[src/rtl/prg_window_pkg.sv]
package prg_window_pkg;

    localparam int ADDR_W = 16;
    localparam int DATA_W = 8;
    localparam logic [ADDR_W-1:0] DEC_MASK = 16'hF0CF;

    localparam logic [ADDR_W-1:0] A_FIRST  = 16'h8000;
    localparam logic [ADDR_W-1:0] A_SECOND = 16'hA000;
    localparam logic [ADDR_W-1:0] A_MIRROR = 16'h9000;
    localparam logic [ADDR_W-1:0] A_SWAP_A = 16'h9002;
    localparam logic [ADDR_W-1:0] A_SWAP_B = 16'h9080;

    localparam int SWAP_BIT = 1;

    typedef enum logic [2:0] {
        TGT_NONE,
        TGT_FIRST,
        TGT_SECOND,
        TGT_SWAP,
        TGT_MIRROR
    } wr_target_e;

    typedef enum logic [1:0] {
        MIR_VERT   = 2'd0,
        MIR_HORZ   = 2'd1,
        MIR_ONE_LO = 2'd2,
        MIR_ONE_HI = 2'd3
    } mirror_e;

    typedef struct packed {
        logic              valid;
        wr_target_e        tgt;
        logic [DATA_W-1:0] data;
    } wr_req_t;

    typedef struct packed {
        logic [DATA_W-1:0] first;
        logic [DATA_W-1:0] second;
        logic [DATA_W-1:0] swap;
        mirror_e           mirror;
    } prg_state_t;

    function automatic wr_target_e decode_target(input logic [ADDR_W-1:0] a);
        logic [ADDR_W-1:0] m;
        m = a & DEC_MASK;
        case (m)
            A_FIRST:            return TGT_FIRST;
            A_SECOND:           return TGT_SECOND;
            A_MIRROR:           return TGT_MIRROR;
            A_SWAP_A, A_SWAP_B: return TGT_SWAP;
            default:            return TGT_NONE;
        endcase
    endfunction

    function automatic logic swap_on(input logic [DATA_W-1:0] s);
        return s[SWAP_BIT];
    endfunction

endpackage

[src/rtl/prg_wr_decode.sv]
module prg_wr_decode
    import prg_window_pkg::*;
(
    input  logic              wr_en,
    input  logic [ADDR_W-1:0] wr_addr,
    input  logic [DATA_W-1:0] wr_data,
    output wr_req_t           req
);
    wr_target_e tgt;

    always_comb begin
        tgt       = decode_target(wr_addr);
        req.valid = wr_en && (tgt != TGT_NONE);
        req.tgt   = tgt;
        req.data  = wr_data;
    end
endmodule

[src/rtl/prg_reg_bank.sv]
module prg_reg_bank
    import prg_window_pkg::*;
(
    input  logic       clk,
    input  logic       rst,
    input  wr_req_t    req,
    output prg_state_t st
);
    prg_state_t st_q;
    prg_state_t st_d;

    always_comb begin
        st_d = st_q;
        if (req.valid) begin
            unique case (req.tgt)
                TGT_FIRST:  st_d.first  = req.data;
                TGT_SECOND: st_d.second = req.data;
                TGT_SWAP:   st_d.swap   = req.data;
                TGT_MIRROR: st_d.mirror = mirror_e'(req.data[1:0]);
                default:    st_d = st_q;
            endcase
        end
    end

    always_ff @(posedge clk) begin
        if (rst) begin
            st_q.first  <= DATA_W'(0);
            st_q.second <= DATA_W'(1);
            st_q.swap   <= '0;
            st_q.mirror <= MIR_VERT;
        end else begin
            st_q <= st_d;
        end
    end

    assign st = st_q;
endmodule

[src/rtl/prg_window_map.sv]
module prg_window_map
    import prg_window_pkg::*;
#(
    parameter int BANK_W = 8,
    parameter int N_WIN  = 4
) (
    input  prg_state_t                     st,
    input  logic [BANK_W:0]                bank_total,
    output logic [N_WIN-1:0][BANK_W-1:0]   win_bank
);
    localparam int EXT_W = (BANK_W > DATA_W) ? BANK_W : DATA_W;

    logic [BANK_W-1:0] mask;
    logic [BANK_W-1:0] fixed_last;
    logic [BANK_W-1:0] fixed_prev;
    logic [BANK_W-1:0] first_b;
    logic [BANK_W-1:0] second_b;
    logic              swapped;

    always_comb begin
        mask       = BANK_W'(bank_total - 1'b1);
        fixed_last = BANK_W'(bank_total - 1'b1);
        fixed_prev = BANK_W'(bank_total - 2'd2);
        first_b    = BANK_W'(EXT_W'(st.first));
        second_b   = BANK_W'(EXT_W'(st.second));
        swapped    = swap_on(st.swap);
    end

    for (genvar g = 0; g < N_WIN; g++) begin : g_win
        logic [BANK_W-1:0] raw;
        always_comb begin
            case (g)
                0:       raw = swapped ? fixed_prev : first_b;
                1:       raw = second_b;
                2:       raw = swapped ? first_b : fixed_prev;
                default: raw = fixed_last;
            endcase
            win_bank[g] = raw & mask;
        end
    end
endmodule

[src/rtl/prg_window_ctrl.sv]
module prg_window_ctrl
    import prg_window_pkg::*;
#(
    parameter int BANK_W = 8
) (
    input  logic              clk,
    input  logic              rst,
    input  logic              wr_en,
    input  logic [15:0]       wr_addr,
    input  logic [7:0]        wr_data,
    input  logic [BANK_W:0]   bank_total,
    output logic [BANK_W-1:0] bank_w0,
    output logic [BANK_W-1:0] bank_w1,
    output logic [BANK_W-1:0] bank_w2,
    output logic [BANK_W-1:0] bank_w3,
    output logic [1:0]        mirror_mode
);
    localparam int N_WIN = 4;

    wr_req_t                     req;
    prg_state_t                  st;
    logic [N_WIN-1:0][BANK_W-1:0] win;

    prg_wr_decode u_dec (
        .wr_en   (wr_en),
        .wr_addr (wr_addr),
        .wr_data (wr_data),
        .req     (req)
    );

    prg_reg_bank u_regs (
        .clk (clk),
        .rst (rst),
        .req (req),
        .st  (st)
    );

    prg_window_map #(.BANK_W(BANK_W), .N_WIN(N_WIN)) u_map (
        .st         (st),
        .bank_total (bank_total),
        .win_bank   (win)
    );

    assign bank_w0     = win[0];
    assign bank_w1     = win[1];
    assign bank_w2     = win[2];
    assign bank_w3     = win[3];
    assign mirror_mode = st.mirror;
endmodule

[config.mk]
export PLATFORM = sky130hd
export DESIGN_NAME = prg_window_ctrl
export DESIGN_NICKNAME = d
export VERILOG_FILES = /design/src/rtl/prg_window_pkg.sv /design/src/rtl/prg_wr_decode.sv /design/src/rtl/prg_reg_bank.sv /design/src/rtl/prg_window_map.sv /design/src/rtl/prg_window_ctrl.sv
export SDC_FILE = /design/constraint.sdc
export NUM_CORES = 1
export LEC_CHECK = 0
export ABC_AREA = 1
export BUFFER_PORTS_ARGS = -buffer_cell sky130_fd_sc_hd__clkbuf_2
export CAP_MARGIN = 20
export CORE_MARGIN = 5
export CORE_UTILIZATION = 31
export DETAILED_ROUTE_END_ITERATION = 10
export PLACE_DENSITY = 0.59
export SETUP_SLACK_MARGIN = 0.02
export SLEW_MARGIN = 10
export SYNTH_ARGS = -nofsm -noshare
export SYNTH_HDL_FRONTEND = slang
export SYNTH_SLANG_ARGS = --single-unit
[constraint.sdc]
create_clock -name clk -period 1.05 [get_ports clk]
set_clock_uncertainty 0.05 [all_clocks]
set_input_delay 0.105 -clock clk [delete_from_list [all_inputs] [get_ports clk]]
set_output_delay 0.105 -clock clk [all_outputs]
set_load 0.005 [all_outputs]
Yosys cells after proc, flatten, opt, wreduce, memory -nomap -nowiden:

Index checks and enable logic that the tools add are counted.

* register bits after elaboration: 20
* input port bits: 36
* output and inout bits: 34
* word-level logic and storage cells: 29

* $add $sub $neg: 2
* eq/ne operators: 9
* multiplexer cells: 3
* bitwise logic cells: 4
* reductions and logical operators: 7

Operators by type and width (number)
* 10-bit == test (second input constant): 5
* 8-bit bitwise AND: 4
* 8-bit 2-to-1 mux: 2
* 3-bit one-hot mux with 4 select lines: 1
* 2-bit AND reduction: 4
* 8-bit by 1-bit subtractor with 8-bit output (second input constant): 1
* 8-bit by 2-bit subtractor with 8-bit output (second input constant): 1
* 3-bit by 2-bit == test with 1-bit output (second input constant): 2
* 3-bit by 1-bit == test with 1-bit output (second input constant): 1
* 3-bit == test (second input constant): 1
* 3-bit nonzero test: 1
* 2-bit OR reduction: 1
* 1-bit logical AND: 1

Logic depth before layout (Yosys ltp):

* depth in word-level cells: 6
* depth in mapped cells: 10
* depth with buffers taken out: 10

Hierarchy:

From an unflattened synthesis, not the netlist that was laid out.

* cell total of the unflattened synthesis: 329
* area total of the unflattened synthesis: 1966.9 sq um

By module, submodules not included
* prg_reg_bank: instances 1, cells each 161, area an instance 1101.1 sq um
* prg_window_map: instances 1, cells each 123, area an instance 620.6 sq um
* prg_wr_decode: instances 1, cells each 45, area an instance 245.2 sq um

Worst setup path before layout:

No wires, ideal clock.

* path kind: input-to-output
* start point: input bank_total[1]
* end point: output bank_w0[7]
* data arrival time: 994 ps
* data required time: 895 ps
* path slack: -99 ps
* cell stages on the path: 10
* path buffers: 0
* path through: inv_1 -> ha_1 -> inv_1 -> o21ai_1 -> nor2_1 -> nand2_1 -> nand2_1 -> inv_2 -> nand2_1 -> nor2_1

* word-level cells in the longest chain between the ends: 3

Ends and longest elaborated chain
* start, declared: line prg_window_ctrl.sv:11 `input logic [BANK_W:0] bank_total,`
* 8-bit by 2-bit subtractor with 8-bit output: line prg_window_map.sv:23 `fixed_prev = BANK_W'(bank_total - 2'd2);`
* 8-bit 2-to-1 mux: line prg_window_map.sv:33 `0: raw = swapped ? fixed_prev : first_b;`
* 8-bit bitwise AND *: line prg_window_map.sv:38 `win_bank[g] = raw & mask;`
* end, declared: line prg_window_ctrl.sv:12 `output logic [BANK_W-1:0] bank_w0,`

Mark *: on every way between the ends. The rest lies on a longest branch, timed or not.

Final worst setup path:

Ends and elaborated chain as after synthesis.

==> impl_metrics.yaml <==
critical_path:
  cp-start-kind: "input pin"
  required_ns: 0.89
  critical_path_class: "in -> out"
  cp-end-kind: "output port"
  cp.arrival_ns: 1.26
  worstPathMaxFanout: 4
detailed_routing:
  number_of_search_and_repair_iterations_in_the_first_detailed_routing_pass: 4
  routed-via-count: 1716
  detail_route.wl_per_cell_um: 12.6
  drt_wl_total_mm: 4.71
  drcViolationCount: 0
  detail-route-antenna-nets: 0
  initialDrtViolationCount: 27
  viasPerCell: 4.60
place:
  dpl.hpwl_mm: 3.53
  post_place_setup_slack_ns: -0.407
  portBuffers: 62
  numPlacedInstances: 365
  place_congestion: 0.832
timing:
  report.final.hold_viol_count: 0
  final_period_minus_worst_setup_slack_ns: 1.41
  timing.slew.headroom_pct: 80.0
  min_period_over_period_pct: 134
  achievable_frequency_mhz: 708
  timing.final.ws_setup_ns: -0.362
  grt_setup_unrepaired: "true"
  endpoints_failing_setup: 30
  timing.final.max_slew_violations: 0
  worst_pin_slew_ns: 0.300
die:
  placementRows: 24
  die_height_um: 76.1
  io_pins: 70
  design.die.area_mm2: 0.00579
  dieWidth_um: 76.1
  core_mm2: 0.00429
  effective_utilization_at_floorplan_pct: 31.5
grt:
  antenna_violations_before_repair: 0
  first_global_vias: 1648
  grt_start_max_net_pins: 15
  globalRouteTotalUtil_pct: 15.1
  grt_residual_overflow: 0
  grt_pass1_wl_mm: 7.52
synth:
  combinational_family_with_the_most_area_after_synthesis: "simple AND/OR/NAND/NOR gates"
  compound_gate_fraction_of_synth_area_pct: 15.7
  yosys-top-cells-area: "sky130_fd_sc_hd__dfxtp_1, sky130_fd_sc_hd__nor2_1, sky130_fd_sc_hd__nand2_1"
  yosys.area.top_type: "sky130_fd_sc_hd__dfxtp_1"
  muxShareOfSynthArea_pct: 0
  synthesized_instance_count: 219
  synth_fa_ha_area_share_pct: 2.77
  netlist.area_leader.share_pct: 28.1
  post_synth_and_or_nand_nor_area_fraction_pct: 33.5
  syn-cell-area_mm2: 0.00135
  async_flop_share_pct: 0
  synthXorXnorAreaFrac_pct: 7.02
  ys_ff_latch: 19
  synthFlopType: "sky130_fd_sc_hd__dfxtp_1"
  syn_avg_cell_area_um2: 6.18
  warning_count_from_the_yosys_run: 0
  synth_enable_flop_cells: 0
  synth_fp_nets: 258
  post_synth_num_cell_types: 24
  seq_area_frac_synth_pct: 28.1
cts:
  numCtsBuffers: 3
  cts.sinks: 19
  clkTransAtPathRegs_ns: 0.07
  cts_tree: "built"
  cts.root.buffer_cell: "sky130_fd_sc_hd__clkbuf_8"
  h_tree_levels: 1
  clk-insertion-delay-late_ns: 0.26
  clockBufferDepth: 2
cells_and_area:
  final-instance-count-excl-fill: 373
  final_core_utilization_pct: 61.1
  largest_register_ff_count: 19
  drive_gt1_share_pct: 57.6
  finalNetCount: 361
  area_growth_syn_to_layout_pct: 93.7
  total_inserted_antenna_cells: 0
outcome:
  run_status: "finished, violations left"
  failing_checks: "setup timing"
flow_run:
  maxCapViolations: 0
power_and_ir_drop:
  leakagePower_nw: 1.21
  power_density_mw_per_mm2: 690
  peakVddDrop_uv: 470
hold_path:
  hold_path.class: "in -> reg"
==> path summary, 6_finish.rpt <==
| kind | startpoint | end | slack, ns | cells past startpoint |
|---|---|---|---|---|
| worst max register to register | u_regs.st[3] | u_regs.st[3] | 0.18 | 5 |
| worst max-delay path | bank_total[1] | bank_w0[7] | -0.36 | 12 |
| worst min register to register | u_regs.st[14] | u_regs.st[14] | 0.41 | 2 |
| worst min-delay path | wr_data[4] | u_regs.st[22] | 0.06 | 3 |
==> repair_timing <==
action	4_1_cts	5_1_grt
pin swaps	9	31
setup buffers	1	5
endpoints found under the setup margin	30	47
hold buffers	0	0
cloned	1	0
resized for setup	30	101
==> kinds of logic (layout without fill, tap and decap cells) <==
logic type,count (synthesis),after routing
AND/OR/NAND/NOR,103,103
adder cells (fa/ha/maj),3,3
buffers and inverters,44,146
flip-flops,19,19
XOR/XNOR,10,10
AO/OA/AOI/OAI,40,40
==> where the power goes <==
part	internal (mW)	switching, mW	leakage [nW]	total, mW
logic	0.294	0.297	1.03	0.591
registers	0.718	0.000361	0.154	0.718
clock network	0.264	0.238	0.0255	0.501
==> Yosys cell counts (3+ instances only) <==
| library cell | number |
|---|---|
| sky130_fd_sc_hd__o21ai_1 | 5 |
| sky130_fd_sc_hd__o21ai_0 | 10 |
| sky130_fd_sc_hd__inv_1 | 34 |
| sky130_fd_sc_hd__dfxtp_1 | 19 |
| sky130_fd_sc_hd__clkbuf_1 | 4 |
| sky130_fd_sc_hd__xor2_1 | 7 |
| sky130_fd_sc_hd__nor3_1 | 3 |
| sky130_fd_sc_hd__nand2_1 | 36 |
| sky130_fd_sc_hd__ha_1 | 3 |
| sky130_fd_sc_hd__nor2_1 | 38 |
| sky130_fd_sc_hd__a211oi_1 | 5 |
| sky130_fd_sc_hd__nand3_1 | 19 |
| sky130_fd_sc_hd__inv_2 | 3 |
| sky130_fd_sc_hd__a21oi_1 | 20 |
==> final cells by class <==
cell class,count,area [µm²]
Clock buffer,3,41.3
Fill cell,397,1670
Multi-Input combinational cell,156,1200
Tap cell,52,65.1
Inverter,37,153
Timing Repair Buffer,105,776
Clock inverter,1,5.00
Sequential cell,19,387
==> routing by layer <==
metal	vias up	track usage, %	part of all wire, %
li1	889	-	-
met5	-	0	0
met2	51	26.3	52
met4	0	3.50	0.91
met1	770	18.8	40
met3	6	3.66	6.5
==> stage by stage <==
step           hold slack, ns  setup TNS [ns]  instance area (µm²)  total power [mW]
6_report               0.0566           -7.40                 2620              1.81
4_1_cts                0.0543           -8.13                 2240              1.70
2_1_floorplan           0.184          -0.499                 1410             0.916
3_3_place_gp            0.326          -10.92                 2050              1.17
5_1_grt                0.0669           -9.81                 2620              1.90
3_5_place_dp            0.326          -11.16                 2050              1.17
==> critical path: stages <==
cell and delay [ns]:
sky130_fd_sc_hd__buf_8 0.10, sky130_fd_sc_hd__clkinvlp_4 0.13, sky130_fd_sc_hd__ha_4 0.16, sky130_fd_sc_hd__inv_4 0.04, sky130_fd_sc_hd__o21ai_4 0.20, sky130_fd_sc_hd__nor2_2 0.05, sky130_fd_sc_hd__nand2_1 0.08, sky130_fd_sc_hd__nand2_2 0.07
sky130_fd_sc_hd__inv_2 0.07, sky130_fd_sc_hd__nand2_1 0.05, sky130_fd_sc_hd__nor2_1 0.09, sky130_fd_sc_hd__buf_2 0.12
==> layout by cell type (no fill, tap or decap), drive strengths merged <==
| master | n |
|---|---|
| o21ai | 15 |
| inv | 36 |
| clkinvlp | 1 |
| nor3 | 4 |
| a21oi | 20 |
| nor2 | 40 |
| ha | 3 |
| dfxtp | 19 |
| xor2 | 8 |
| xnor2 | 2 |
| nand3 | 21 |
| clkinv | 1 |
| nand2 | 37 |
| nand4 | 1 |
| buf | 66 |
| clkbuf | 42 |
| a211oi | 5 |
No activity file was read; power rests on OpenSTA's default activity.
